File: src/rtl/scl_rate_pkg.sv
package scl_rate_pkg;

   localparam int unsigned MAX_SYS_DIV = 960;

   typedef enum logic [2:0] {
      RATE_D256 = 3'b000,
      RATE_D224 = 3'b001,
      RATE_D192 = 3'b010,
      RATE_D160 = 3'b011,
      RATE_D960 = 3'b100,
      RATE_D120 = 3'b101,
      RATE_D60  = 3'b110,
      RATE_EXT  = 3'b111
   } rate_sel_e;

   // Full SCL-period divisor for the system-clock codes.
   function automatic int unsigned sys_divisor(input logic [2:0] code);
      case (code)
         RATE_D256: return 256;
         RATE_D224: return 224;
         RATE_D192: return 192;
         RATE_D160: return 160;
         RATE_D960: return 960;
         RATE_D120: return 120;
         RATE_D60:  return 60;
         default:   return 256;
      endcase
   endfunction

endpackage

File: src/rtl/scl_sync_edge.sv
module scl_sync_edge #(
   parameter int unsigned STAGES = 2
) (
   input  logic clk,
   input  logic rst_n,
   input  logic clr,
   input  logic async_in,
   output logic rise
);

   generate
      if (STAGES < 2) begin : g_bad_stages
         $error("scl_sync_edge: STAGES must be at least 2");
      end
   endgenerate

   logic [STAGES-1:0] sync_q;
   logic              prev_q;

   generate
      genvar gi;
      for (gi = 0; gi < STAGES; gi++) begin : g_stage
         always_ff @(posedge clk or negedge rst_n) begin
            if (!rst_n)   sync_q[gi] <= 1'b0;
            else if (clr) sync_q[gi] <= 1'b0;
            else if (gi == 0) sync_q[gi] <= async_in;
            else          sync_q[gi] <= sync_q[(gi == 0) ? 0 : gi-1];
         end
      end
   endgenerate

   always_ff @(posedge clk or negedge rst_n) begin
      if (!rst_n)   prev_q <= 1'b0;
      else if (clr) prev_q <= 1'b0;
      else          prev_q <= sync_q[STAGES-1];
   end

   assign rise = sync_q[STAGES-1] & ~prev_q;

   // a detected edge is a single-cycle event
   a_r3_single_rise: assert property (@(posedge clk) disable iff (!rst_n)
      rise |=> !rise);

endmodule

File: src/rtl/scl_div_counter.sv
module scl_div_counter #(
   parameter int unsigned W = 9
) (
   input  logic         clk,
   input  logic         rst_n,
   input  logic         restart,
   input  logic         adv,
   input  logic [W-1:0] limit,
   output logic         tick
);

   generate
      if (W < 2) begin : g_bad_width
         $error("scl_div_counter: W must be at least 2");
      end
   endgenerate

   logic [W-1:0] cnt_q;
   logic         wrap;

   assign wrap = adv && (cnt_q == limit - W'(1));

   always_ff @(posedge clk or negedge rst_n) begin
      if (!rst_n) begin
         cnt_q <= '0;
         tick  <= 1'b0;
      end else if (restart) begin
         cnt_q <= '0;
         tick  <= 1'b0;
      end else begin
         tick <= wrap;
         if (wrap)     cnt_q <= '0;
         else if (adv) cnt_q <= cnt_q + W'(1);
      end
   end

   // the count never passes the selected half period
   a_r5_cnt_bound: assert property (@(posedge clk) disable iff (!rst_n)
      cnt_q < limit);

   // a tick only follows an advance from the last count
   a_r1_tick_after_last: assert property (@(posedge clk) disable iff (!rst_n)
      tick |-> $past(adv && !restart && (cnt_q == limit - W'(1))));

endmodule

File: src/rtl/scl_rate_gen.sv
module scl_rate_gen
   import scl_rate_pkg::*;
#(
   parameter int unsigned EXT_DIV     = 8,
   parameter int unsigned SYNC_STAGES = 2
) (
   input  logic       clk,
   input  logic       rst_n,
   input  logic       enable,
   input  logic [2:0] rate_code,
   input  logic       ext_clk,
   output logic       half_tick,
   output logic       scl_en
);

   localparam int unsigned HALF_EXT = EXT_DIV / 2;
   localparam int unsigned HALF_SYS = MAX_SYS_DIV / 2;
   localparam int unsigned MAX_HALF = (HALF_SYS > HALF_EXT) ? HALF_SYS : HALF_EXT;
   localparam int unsigned CNT_W    = $clog2(MAX_HALF + 1);

   generate
      if ((EXT_DIV < 2) || (EXT_DIV % 2 != 0)) begin : g_bad_ext_div
         $error("scl_rate_gen: EXT_DIV must be even and at least 2");
      end
   endgenerate

   logic             en_q;
   logic [2:0]       code_q;
   logic             restart;
   logic             ext_mode;
   logic             ext_rise;
   logic             adv;
   logic [CNT_W-1:0] limit;
   logic             tick;
   logic             phase_q;

   // Enable and selected code, sampled so a change is seen as a restart.
   always_ff @(posedge clk or negedge rst_n) begin
      if (!rst_n) begin
         en_q   <= 1'b0;
         code_q <= RATE_D256;
      end else begin
         en_q   <= enable;
         code_q <= rate_code;
      end
   end

   assign restart  = !enable || !en_q || (rate_code != code_q);
   assign ext_mode = (code_q == RATE_EXT);

   scl_sync_edge #(
      .STAGES (SYNC_STAGES)
   ) u_sync (
      .clk      (clk),
      .rst_n    (rst_n),
      .clr      (!enable),
      .async_in (ext_clk),
      .rise     (ext_rise)
   );

   always_comb begin
      if (ext_mode) begin
         limit = CNT_W'(HALF_EXT);
         adv   = ext_rise;
      end else begin
         limit = CNT_W'(sys_divisor(code_q) / 2);
         adv   = 1'b1;
      end
   end

   scl_div_counter #(
      .W (CNT_W)
   ) u_div (
      .clk     (clk),
      .rst_n   (rst_n),
      .restart (restart),
      .adv     (adv),
      .limit   (limit),
      .tick    (tick)
   );

   // Phase of the SCL period: the second half tick closes a period.
   always_ff @(posedge clk or negedge rst_n) begin
      if (!rst_n)       phase_q <= 1'b0;
      else if (restart) phase_q <= 1'b0;
      else if (tick)    phase_q <= ~phase_q;
   end

   assign half_tick = tick;
   assign scl_en    = tick & phase_q;

   // period strobe only together with a half tick
   a_r4_en_with_tick: assert property (@(posedge clk) disable iff (!rst_n)
      scl_en |-> half_tick);

   // two period strobes are never on consecutive half ticks
   a_r4_alternate: assert property (@(posedge clk) disable iff (!rst_n)
      (scl_en && !restart) |=> !scl_en);

   // disabled generator stays silent
   a_r6_quiet: assert property (@(posedge clk) disable iff (!rst_n)
      !enable |=> (!half_tick && !scl_en));

   // a restart drops any pending strobe
   a_r5_restart_clear: assert property (@(posedge clk) disable iff (!rst_n)
      restart |=> !half_tick);

endmodule

File: config.mk
export PLATFORM = sky130hd
export DESIGN_NAME = scl_rate_gen
export DESIGN_NICKNAME = d
export VERILOG_FILES = /design/src/rtl/scl_rate_pkg.sv /design/src/rtl/scl_sync_edge.sv /design/src/rtl/scl_div_counter.sv /design/src/rtl/scl_rate_gen.sv
export SDC_FILE = /design/constraint.sdc
export NUM_CORES = 1
export LEC_CHECK = 0
export CAP_MARGIN = 20
export CORE_ASPECT_RATIO = 0.8
export CORE_UTILIZATION = 55
export CTS_CLUSTER_SIZE = 30
export DETAILED_ROUTE_END_ITERATION = 12
export HOLD_SLACK_MARGIN = 0.05
export PLACE_DENSITY = 0.74
export SYNTH_ARGS = -nofsm -noshare
export SYNTH_HDL_FRONTEND = slang
export SYNTH_SLANG_ARGS = --single-unit
File: constraint.sdc
create_clock -name clk -period 2.2 [get_ports clk]
set_clock_uncertainty 0.1 [all_clocks]
set_input_delay 0.55 -clock clk [delete_from_list [all_inputs] [get_ports clk]]
set_output_delay 0.55 -clock clk [all_outputs]
set_load 0.03 [all_outputs]
==> results of run 1 <==
## cells in the mapped netlist (all sizes together)
cell     number  area share [%]
dfrtp        18              43
nor2         16             5.8
nand4         8             6.8
nand2         7             2.5
xor2          6             5.0
a21oi         5             2.4
buf           5             3.8
and2          4             2.4
nand3         3             1.4
nor2b         3             1.8
o21ai         3             1.8
xnor2         3             2.5
inv           2            0.72
mux2i         2             1.9
nand2b        2             1.9
nor3          2            0.96
o2111ai       2             1.7
a211oi        1             1.2
a21boi        1            0.72
a21o          1            0.72
a22oi         1             1.2
a2bb2oi       1             1.4
a31oi         1            0.60
and3          1            0.60
and4          1            0.84
and4b         1            0.96
ha            1             1.2
nand3b        1            0.72
o2111a        1             1.2
o2bb2ai       1            0.84
o32a          1            0.96
## final timing paths
path	startpoint	endpoint	slack (ns)	cells after the start
setup / recovery	u_div.tick	scl_en	0.09	2
hold / removal	u_sync.sync_q[0]	u_sync.sync_q[1]	0.37	1
setup reg to reg	code_q[2]	u_div.cnt_q[2]	0.37	6
hold reg to reg	u_sync.sync_q[0]	u_sync.sync_q[1]	0.37	1
max in group asynchronous	rst_n	code_q[2]	1.32	2
min in group asynchronous	rst_n	code_q[0]	0.48	2
## cell usage in the layout, fill, tap and decap left out, types with 2 or more instances in the layout
cell / n
and2_1: 4
nand2_1: 7
inv_1: 2
nand3_1: 3
nor2_1: 16
o2111ai_1: 2
nor3_1: 2
nand4_1: 6
dfrtp_1: 18
xor2_1: 6
nor2b_1: 3
a21oi_1: 5
xnor2_1: 3
mux2i_1: 2
clkbuf_4: 3
clkdlybuf4s50_1: 8
## layer usage
metal	global-route usage, %	vias to the layer above	share of wire (%)
met1	30.0	406	45
met2	42.0	28	48
met4	6.94	0	1.1
li1	-	393	-
met3	7.04	6	6.4
met5	0	-	0
## cell families (layout without fill, tap and decap cells)
family	count (synthesis)	in the layout
AND/OR/NAND/NOR	49	49
flip-flops	18	18
AO/OA/AOI/OAI	19	19
adder cells (fa/ha/maj)	1	1
buffers and inverters	7	15
multiplexers	2	2
XOR/XNOR	9	9
## per-stage QoR
step                      std cells  utilization (%)  instance area, sq um
after global placement          131             66.1                  1120
after global routing            135             68.2                  1150
after detailed placement        131             66.1                  1120
final                           135             68.2                  1150
after CTS                       135             68.2                  1150
after floorplan                 105                -                  1040
## report_power, final
part	internal, uW	total (uW)	switching (uW)
clock	101	202	101
combinational	25.9	51.7	25.8
sequential	337	349	12.7
total	464	603	140
## state kept, by name, indices dropped and copies added (netlist names)
signal,count
code_q,3
en_q,1
phase_q,1
u_div.cnt_q,9
u_div.tick,1
u_sync.prev_q,1
u_sync.sync_q,2
## layout make-up
type,count,area (sq um),area share [%]
Clock buffer,4,36.3,3.15
Tap cell,22,27.5,2.39
Timing Repair Buffer,9,87.6,7.59
Sequential cell,18,450,39.0
Multi-Input combinational cell,80,544,47.2
Inverter,2,7.51,0.651
==> summary.txt, run 1 <==
Timing
  • Worst Slack Setup Final: 0.0861 ns
  • WHS: 0.370 ns
  • Fin crit share: 96.1%
  • Worst slew margin relative to its limit: 55.2%
  • Unrepaired setup endpoints after global routing: no
  • Setup_tns: 0 ns
  • Minimum clock period: 2.11 ns
  • Setup violations, final: 0
  • Count of pins over their slew limit: 0
  • Final Hold Viols: 0
  • Fmax: 0.473 GHz
  • Worst slew pin tran: 0.672 ns

Global routing
  • Largest net degree at the start of global routing: 19
  • Vias in the first global route: 768
  • Antenna violations before repair: 0
  • Congestion Overflow GR: 0
  • Total GRT Usage: 24.1%
  • First-pass GRT wire length: 3460 um

Floorplan
  • Initial Utilization: 61.6%
  • Die Ht: 40.9 um
  • Die ar.: 2070 sq um
  • Cell Rows: 13
  • Ports: 9
  • Die width: 50.7 um
  • Core area: 1690 sq um

Placed design
  • # port buffers: 8
  • Hpwl dp: 1540 um
  • GP Congestion: 0.820
  • Dpl ws: 0.118 ns

Routing
  • Vias per cell: 6.17
  • Routed wire per std cell: 15.9 um
  • DRC: 0
  • First drt pass iteration count: 4
  • Routed via count: 833
  • 1st-iter DRT viols: 21
  • ANT nets after route: 0
  • Routed WL: 2140 um

Synth
  • Synth Area in Compound Gates: 14.8%
  • Syn_nets: 113
  • Simple-gate portion of the synthesized area: 26.8%
  • Post-Syn Area: 1040 sq um
  • Synth cell types: 38
  • Ys Warns: 0
  • Post-synthesis sequential area ratio: 43.2%
  • XOR/XNOR Fraction of Synth Area: 7.56%
  • Avg Inst Size Synth: 9.93 sq um
  • Largest family of logic cells by synthesized area: simple AND/OR/NAND/NOR gates
  • Multiplexer share of the synthesized area: 1.92%
  • Post-Syn Instances: 105
  • Synth Area in Adders: 1.20%
  • Post-synthesis register bit count: 18

Pwr
  • Worst VDD drop: 524 uV
  • Total Power: 603 uW
  • Pwr/cell area: 523 nW/um^2
  • Leak Pwr: 0.000483 uW

Clock tree
  • CTS H-Tree Depth: 1
  • Worst-Skew Late Latency: 0.30 ns
  • Clk root buf: clkbuf_4
  • Hold buffer count at cts: 0
  • Clock Tree Buf Depth: 2
  • Clk slew on worst S/H paths: 0.10 ns
  • TritonCTS clock tree: built
  • Post-CTS Setup Bufs: 0
  • Clock sinks: 18
  • Num CTS Buffers: 3
  • PostCTS Resize Cnt: 0

Hold path
  • Hold Crit Class: reg -> reg

Worst setup path
  • Number of buffers and inverters on the critical path: 1
  • Critical path's top delay family: buffers and inverters
  • CP cell instances: and2_1 -> clkdlybuf4s50_1
  • Crit end category: primary output
  • CP Data Required Time: 1.55 ns
  • Data arrival, critical path: 1.46 ns
  • CP Launch Type: flop
  • CP max FO: 3
  • CP max-delay cell: clkdlybuf4s50_1
  • CP peak stage delay: 0.66 ns
  • Crit Path Category: reg -> out

Flow run
  • Max-cap violations: 0

Final layout
  • Fin nets: 122
  • Layout cells sized above 1: 11.5%
  • FILL cells: 133
  • Synth-to-Final Area Change: 10.7%
  • Diode count: 0

Status
  • Outcome: complete, no violations
(Power assumes the default switching activity.)
==> run 2, diff against run 1 <==
--- a/config.mk
+++ b/config.mk
@@ -7,6 +7,7 @@
 export LEC_CHECK = 0
 export CAP_MARGIN = 20
 export CORE_ASPECT_RATIO = 0.8
+export CORE_MARGIN = 5
 export CORE_UTILIZATION = 55
 export CTS_CLUSTER_SIZE = 30
 export DETAILED_ROUTE_END_ITERATION = 12
@@ -15,3 +16,4 @@
 export SYNTH_ARGS = -nofsm -noshare
 export SYNTH_HDL_FRONTEND = slang
 export SYNTH_SLANG_ARGS = --single-unit
+export TNS_END_PERCENT = 30
==> run 2 against run 1 <==
Effect of this change: critical path depth unchanged; sequential power barely moved; global-route usage is 7.2 points lower; first-iteration DRC count increased by 9.5%; final cell count rose by 1.5%; die area rose by 38%; count of clock-buffer cells in the layout unchanged; final area grew 0.22%; largest power group unchanged; utilization fell by 5.3 points; wire length shrank 5.1%; sequential share of layout area is 0.084 points lower; setup slack improved by 0.0098 ns.
==> summary.txt, run 2 (synthesis gave the netlist of run 1 again) <==
Routing
  • 1st-iter DRT viols: 23 (+9.5%)
  • Vias per cell: 5.97 (-3.2%)
  • Met1 Wirelength: 938 um (-2.5%)
  • First drt pass iteration count: 4 (unchanged)
  • Routed via count: 818 (-1.8%)
  • Met2 wire length: 975 um (-4.2%)
  • ANT nets after route: 0 (unchanged)
  • Top Layer Used: met4
  • Met3 WL: 91 um (-34%)
  • Routed wire per std cell: 14.8 um (-6.5%)
  • DRC: 0 (unchanged)
  • Routed WL: 2030 um (-5.1%)

Worst setup path
  • CP max FO: 3 (unchanged)
  • R2R Path Start: code_q[2]
  • Reg2Reg Setup Slack: 0.31 ns (-0.06 ns)
  • FF-to-FF End: u_div.cnt_q[7]
  • CP cell instances: and2_1 -> clkdlybuf4s50_1
  • Data arrival, critical path: 1.45 ns (about the same)
  • CP max-delay cell: clkdlybuf4s50_1
  • CP Launch Type: flop
  • CP Data Required Time: 1.55 ns (about the same)
  • FF-to-FF path depth: 6 (unchanged)
  • Crit Path Category: reg -> out
  • CP peak stage delay: 0.66 ns (about the same)
  • Crit end category: primary output

Floorplan
  • Core area: 1840 sq um (+8.7%)
  • Die Ht: 48.9 um (+20%)
  • Initial Utilization: 56.7% (-4.9 points)
  • Die width: 58.7 um (+16%)
  • Ports: 9 (unchanged)
  • Die ar.: 2870 sq um (+38%)
  • Cell Rows: 14 (+1)

Hold path
  • Hold path depth: 1 (unchanged)
  • Hold Crit Class: reg -> reg
  • WHS Endpoint: u_sync.prev_q
  • Worst hold start: u_sync.sync_q[1]

Clock tree
  • Worst-Skew Late Latency: 0.29 ns (about the same)
  • Clock sinks: 18 (unchanged)
  • Clk root buf: clkbuf_4
  • Hold buffer count at cts: 0 (unchanged)
  • Num CTS Buffers: 3 (unchanged)
  • CTS H-Tree Depth: 1 (unchanged)
  • Clk slew on worst S/H paths: 0.09 ns (about the same)
  • Post-CTS Setup Bufs: 0 (unchanged)
  • TritonCTS clock tree: built
  • Clock Tree Buf Depth: 2 (unchanged)
  • PostCTS Resize Cnt: 0 (unchanged)

Final layout
  • Fin nets: 122 (unchanged)
  • Commonest cells after routing, fill and taps aside: 18 x dfrtp_1, 16 x nor2_1, 8 x clkdlybuf4s50_1
  • Number of flip-flops under the largest register name: 9 (unchanged)
  • Final cell count without fillers: 137 (+1.5%)
  • Diode count: 0 (unchanged)
  • End-of-flow core utilization: 62.9% (-5.3 points)
  • Most common cell after layout, fill and taps aside: dfrtp_1
  • Fin area: 1160 sq um (+0.22%)
  • FILL cells: 165 (+24%)
  • Synth-to-Final Area Change: 10.9%
  • Layout cells sized above 1: 11.5% (unchanged)
  • Largest regs: u_div.cnt_q: 9 flops, code_q: 3 flops, u_sync.sync_q: 2 flops
  • Biggest register: u_div.cnt_q

Timing
  • Worst slew margin relative to its limit: 59.1% (+4.0 points)
  • Fmax: 0.475 GHz (+0.46%)
  • Minimum clock period: 2.10 ns (-0.00977 ns)
  • Worst slew pin tran: 0.612 ns (-0.0598 ns)
  • Final Hold Viols: 0 (unchanged)
  • Unrepaired setup endpoints after global routing: no
  • WHS: 0.406 ns (+0.0359 ns)
  • Count of pins over their slew limit: 0 (unchanged)
  • Setup violations, final: 0 (unchanged)
  • Fin crit share: 95.6% (-0.44 points)
  • Setup_tns: 0 ns (unchanged)

Global routing
  • Vias in the first global route: 773 (+0.65%)
  • Largest net degree at the start of global routing: 19 (unchanged)
  • Total GRT Usage: 16.9% (-7.2 points)
  • Antenna violations before repair: 0 (unchanged)
  • Congestion Overflow GR: 0 (unchanged)
  • First-pass GRT wire length: 3680 um (+6.4%)

Placed design
  • # port buffers: 8 (unchanged)
  • Dpl cells: 133 (+1.5%)
  • Hpwl dp: 1420 um (-7.9%)
  • GP Congestion: 0.804 (-1.8%)
  • Placed cell area: 1120 sq um (+0.22%)

Status
  • Outcome: complete, no violations

Pwr
  • Pwr/cell area: 517 nW/um^2 (-1.1%)
  • Worst VDD drop: 379 uV (-28%)
  • Leak Pwr: 0.000483 uW (unchanged)

Flow run
  • Max-cap violations: 0 (unchanged)
[run 2: cell counts in the layout (fill, tap and decap cells not counted)]
Identical to the previous run, type by type.
[run 2: per-stage QoR]
| step | setup slack [ns] | power (uW) |
|---|---|---|
| 2_1_floorplan | 0.604 | 385 |
| 3_3_place_gp | 0.209 | 405 |
| 3_5_place_dp | 0.186 | 407 |
| 4_1_cts | 0.0758 | 606 |
| 5_1_grt | 0.000674 | 633 |
| 6_report | 0.0959 | 598 |
[run 2: worst max-delay path by stage]
stage / from / to / cells past startpoint
2_1_floorplan: code_q[1] / u_div.cnt_q[7] / 7
3_3_place_gp: rate_code[2] / u_div.cnt_q[3] / 6
3_5_place_dp: rate_code[2] / u_div.cnt_q[6] / 6
4_1_cts: u_div.tick / scl_en / 2
5_1_grt: u_div.tick / scl_en / 2
6_report: u_div.tick / scl_en / 2
[run 2: cell type report]
cell class              instances  area [sq um]  area share (%)
multi-input cells              80           544            47.1
flip-flops and latches         18           450            39.0
clock buffers                   4          36.3            3.14
well taps                      24          30.0            2.60
repair buffers                  9          87.6            7.58
inverters                       2          7.51           0.649
[run 2: where the power goes]
part	internal (uW)	leakage, uW	total, uW	switching [uW]
sequential	337	0.000240	349	12.3
combinational	25.9	0.000221	51.6	25.7
clock	101	0.0000210	197	96.4
total	463	0.000483	598	134
[run 2: critical path, delay by kind of cell (launching register included)]
kind          cells  cell delay (ns)
buf+inv           1             0.66
flops             1             0.38
simple gates      1             0.13
[run 2: per-layer routing]
layer | track usage (%) | vias up
li1 | - | 395
met1 | 22.9 | 396
met2 | 25.7 | 23
met3 | 6.08 | 4
met4 | 3.77 | 0
met5 | 0 | -
==> run 3, diff against run 2 <==
--- a/config.mk
+++ b/config.mk
@@ -6,7 +6,6 @@
 export NUM_CORES = 1
 export LEC_CHECK = 0
 export CAP_MARGIN = 20
-export CORE_ASPECT_RATIO = 0.8
 export CORE_MARGIN = 5
 export CORE_UTILIZATION = 55
 export CTS_CLUSTER_SIZE = 30
==> run 3 against run 2 <==
Effect of this change: critical endpoint is now half_tick; via count is 2.4% lower; sequential power about the same; sequential share of layout area fell by 0.13 points; largest power group unchanged; first-iteration DRC count shrank 22%.
==> summary.txt, run 3 (synthesis gave the netlist of run 1 again) <==
Status
  • Outcome: complete, no violations

Worst setup path
  • CP Launch Type: flop
  • Reg2Reg Setup Slack: 0.38 ns (+0.07 ns)
  • Number of buffers and inverters on the critical path: 1 (unchanged)
  • CP max FO: 3 (unchanged)
  • Critical Path Source: u_div.tick
  • Data arrival, critical path: 1.35 ns (-0.10 ns)
  • FF-to-FF path depth: 6 (unchanged)
  • Critical path's top delay family: buffers and inverters
  • CP max-delay cell: clkdlybuf4s50_1
  • CP Data Required Time: 1.55 ns (about the same)
  • CP Depth: 1 (-1)
  • Crit Path Category: reg -> out
  • CP cell instances: clkdlybuf4s50_1
  • Crit end category: primary output
  • R2R Path Start: code_q[2]
  • Worst setup endpoint: half_tick
  • FF-to-FF End: u_div.cnt_q[1]
  • CP peak stage delay: 0.68 ns (+0.02 ns)

Clock tree
  • Clock sinks: 18 (unchanged)
  • Num CTS Buffers: 3 (unchanged)
  • Clock Tree Buf Depth: 2 (unchanged)
  • Clk root buf: clkbuf_4
  • CTS H-Tree Depth: 1 (unchanged)
  • Worst-Skew Late Latency: 0.30 ns (about the same)
  • Clk slew on worst S/H paths: 0.11 ns (+0.02 ns)
  • TritonCTS clock tree: built

Floorplan
  • Initial Utilization: 59.1% (+2.4 points)
  • Die Ht: 53.5 um (+9.4%)
  • Ports: 9 (unchanged)
  • Core area: 1760 sq um (-4.1%)
  • Die ar.: 2870 sq um (-0.19%)
  • Cell Rows: 15 (+1)
  • Die width: 53.5 um (-8.8%)

Routing
  • 1st-iter DRT viols: 18 (-22%)
  • ANT nets after route: 0 (unchanged)
  • Routed WL: 2000 um (-1.6%)
  • Routed via count: 798 (-2.4%)
  • Vias per cell: 5.78 (-3.2%)
  • First drt pass iteration count: 4 (unchanged)
  • DRC: 0 (unchanged)
  • Routed wire per std cell: 14.5 um (-2.3%)

Hold path
  • Hold Crit Class: reg -> reg
  • Worst hold start: u_sync.sync_q[0]

Global routing
  • Met3 Resource Use GR: 3.32% (-2.8 points)
  • Total GRT Usage: 18.0% (+1.1 points)
  • First-pass GRT wire length: 3630 um (-1.5%)
  • Largest net degree at the start of global routing: 19 (unchanged)
  • Vias in the first global route: 807 (+4.4%)
  • GR met2 Demand/Resource: 28.2% (+2.5 points)
  • Congestion Overflow GR: 0 (unchanged)
  • Global route hottest layer: met2
  • Antenna violations before repair: 0 (unchanged)
  • Met1 Use GR: 23.2% (+0.34 points)

Placed design
  • # port buffers: 8 (unchanged)
  • GP Congestion: 0.833 (+3.6%)

Timing
  • Worst slew pin tran: 0.594 ns (-0.0178 ns)
  • Fin crit share: 91.1% (-4.5 points)
  • Minimum clock period: 2.00 ns (-0.0996 ns)
  • Worst slew margin relative to its limit: 60.3% (+1.2 points)
  • Setup violations, final: 0 (unchanged)
  • Fmax: 0.499 GHz (+5.0%)
  • Final Hold Viols: 0 (unchanged)
  • Setup_tns: 0 ns (unchanged)
  • Unrepaired setup endpoints after global routing: no
  • Count of pins over their slew limit: 0 (unchanged)

Final layout
  • Synth-to-Final Area Change: 11.3%
  • Layout cells sized above 1: 11.5% (unchanged)
  • Most common cell after layout, fill and taps aside: dfrtp_1
  • Largest regs: u_div.cnt_q: 9 flops, code_q: 3 flops, u_sync.sync_q: 2 flops
  • Fin nets: 122 (unchanged)
  • Commonest cells after routing, fill and taps aside: 18 x dfrtp_1, 16 x nor2_1, 7 x nand2_1, 7 x clkdlybuf4s50_1
  • End-of-flow core utilization: 65.7% (+2.9 points)
  • Diode count: 0 (unchanged)
  • Biggest register: u_div.cnt_q
  • Number of flip-flops under the largest register name: 9 (unchanged)

Pwr
  • Leak Pwr: 0.000501 uW (+3.9%)
  • Pwr/cell area: 521 nW/um^2 (+0.68%)
  • Worst VDD drop: 349 uV (-8.1%)

Flow run
  • Max-cap violations: 0 (unchanged)
==> run 3: cell count changes in the layout (fill, tap and decap cells not counted) <==
cell,change
clkdlybuf4s50_1,-1
dlymetal6s2s_1,+1
==> run 3: cell type report <==
class	instances	area, sq um
inverter	2	7.51
clock buffer	4	36.3
tap	25	31.3
fill	160	604
multi-input combinational	80	544
timing repair buffer	9	90.1
sequential	18	450
==> run 3: stage by stage <==
stage / power (uW) / area [sq um] / cells / setup slack (ns) / hold slack, ns
5_1_grt: 635 / 1160 / 138 / 0.123 / 0.410
6_report: 604 / 1160 / 138 / 0.196 / 0.370
4_1_cts: 612 / 1160 / 138 / 0.0725 / 0.376
3_3_place_gp: 404 / 1120 / 134 / 0.195 / 0.336
3_5_place_dp: 407 / 1120 / 134 / 0.154 / 0.349
2_1_floorplan: 385 / 1040 / 105 / 0.604 / 0.154
==> run 3: routing by layer <==
layer | up-vias | wire [um]
met3 | 5 | 29
met1 | 392 | 987
met2 | 8 | 931
li1 | 393 | -
met4 | 0 | 50
met5 | - | 0
==> run 3: worst min path at each step <==
| stage | end | cells past startpoint |
|---|---|---|
| detailed placement | u_sync.sync_q[1] | 1 |
| global route | u_sync.sync_q[1] | 1 |
| CTS | u_sync.sync_q[1] | 1 |
| floorplan | code_q[0] | 0 |
| global placement | u_sync.sync_q[1] | 1 |
| finish | u_sync.sync_q[1] | 1 |
==> run 3: repair_timing <==
item,in CTS,in global routing
buffers inserted,0,0
hold buffers,0,0
resized for setup,0,1
endpoints found under the setup margin,0,1
==> run 3: where the power goes <==
part	total (uW)	switching [uW]	internal, uW
Combinational	50.6	24.7	25.9
Sequential	349	12.2	337
Clock	205	103	101
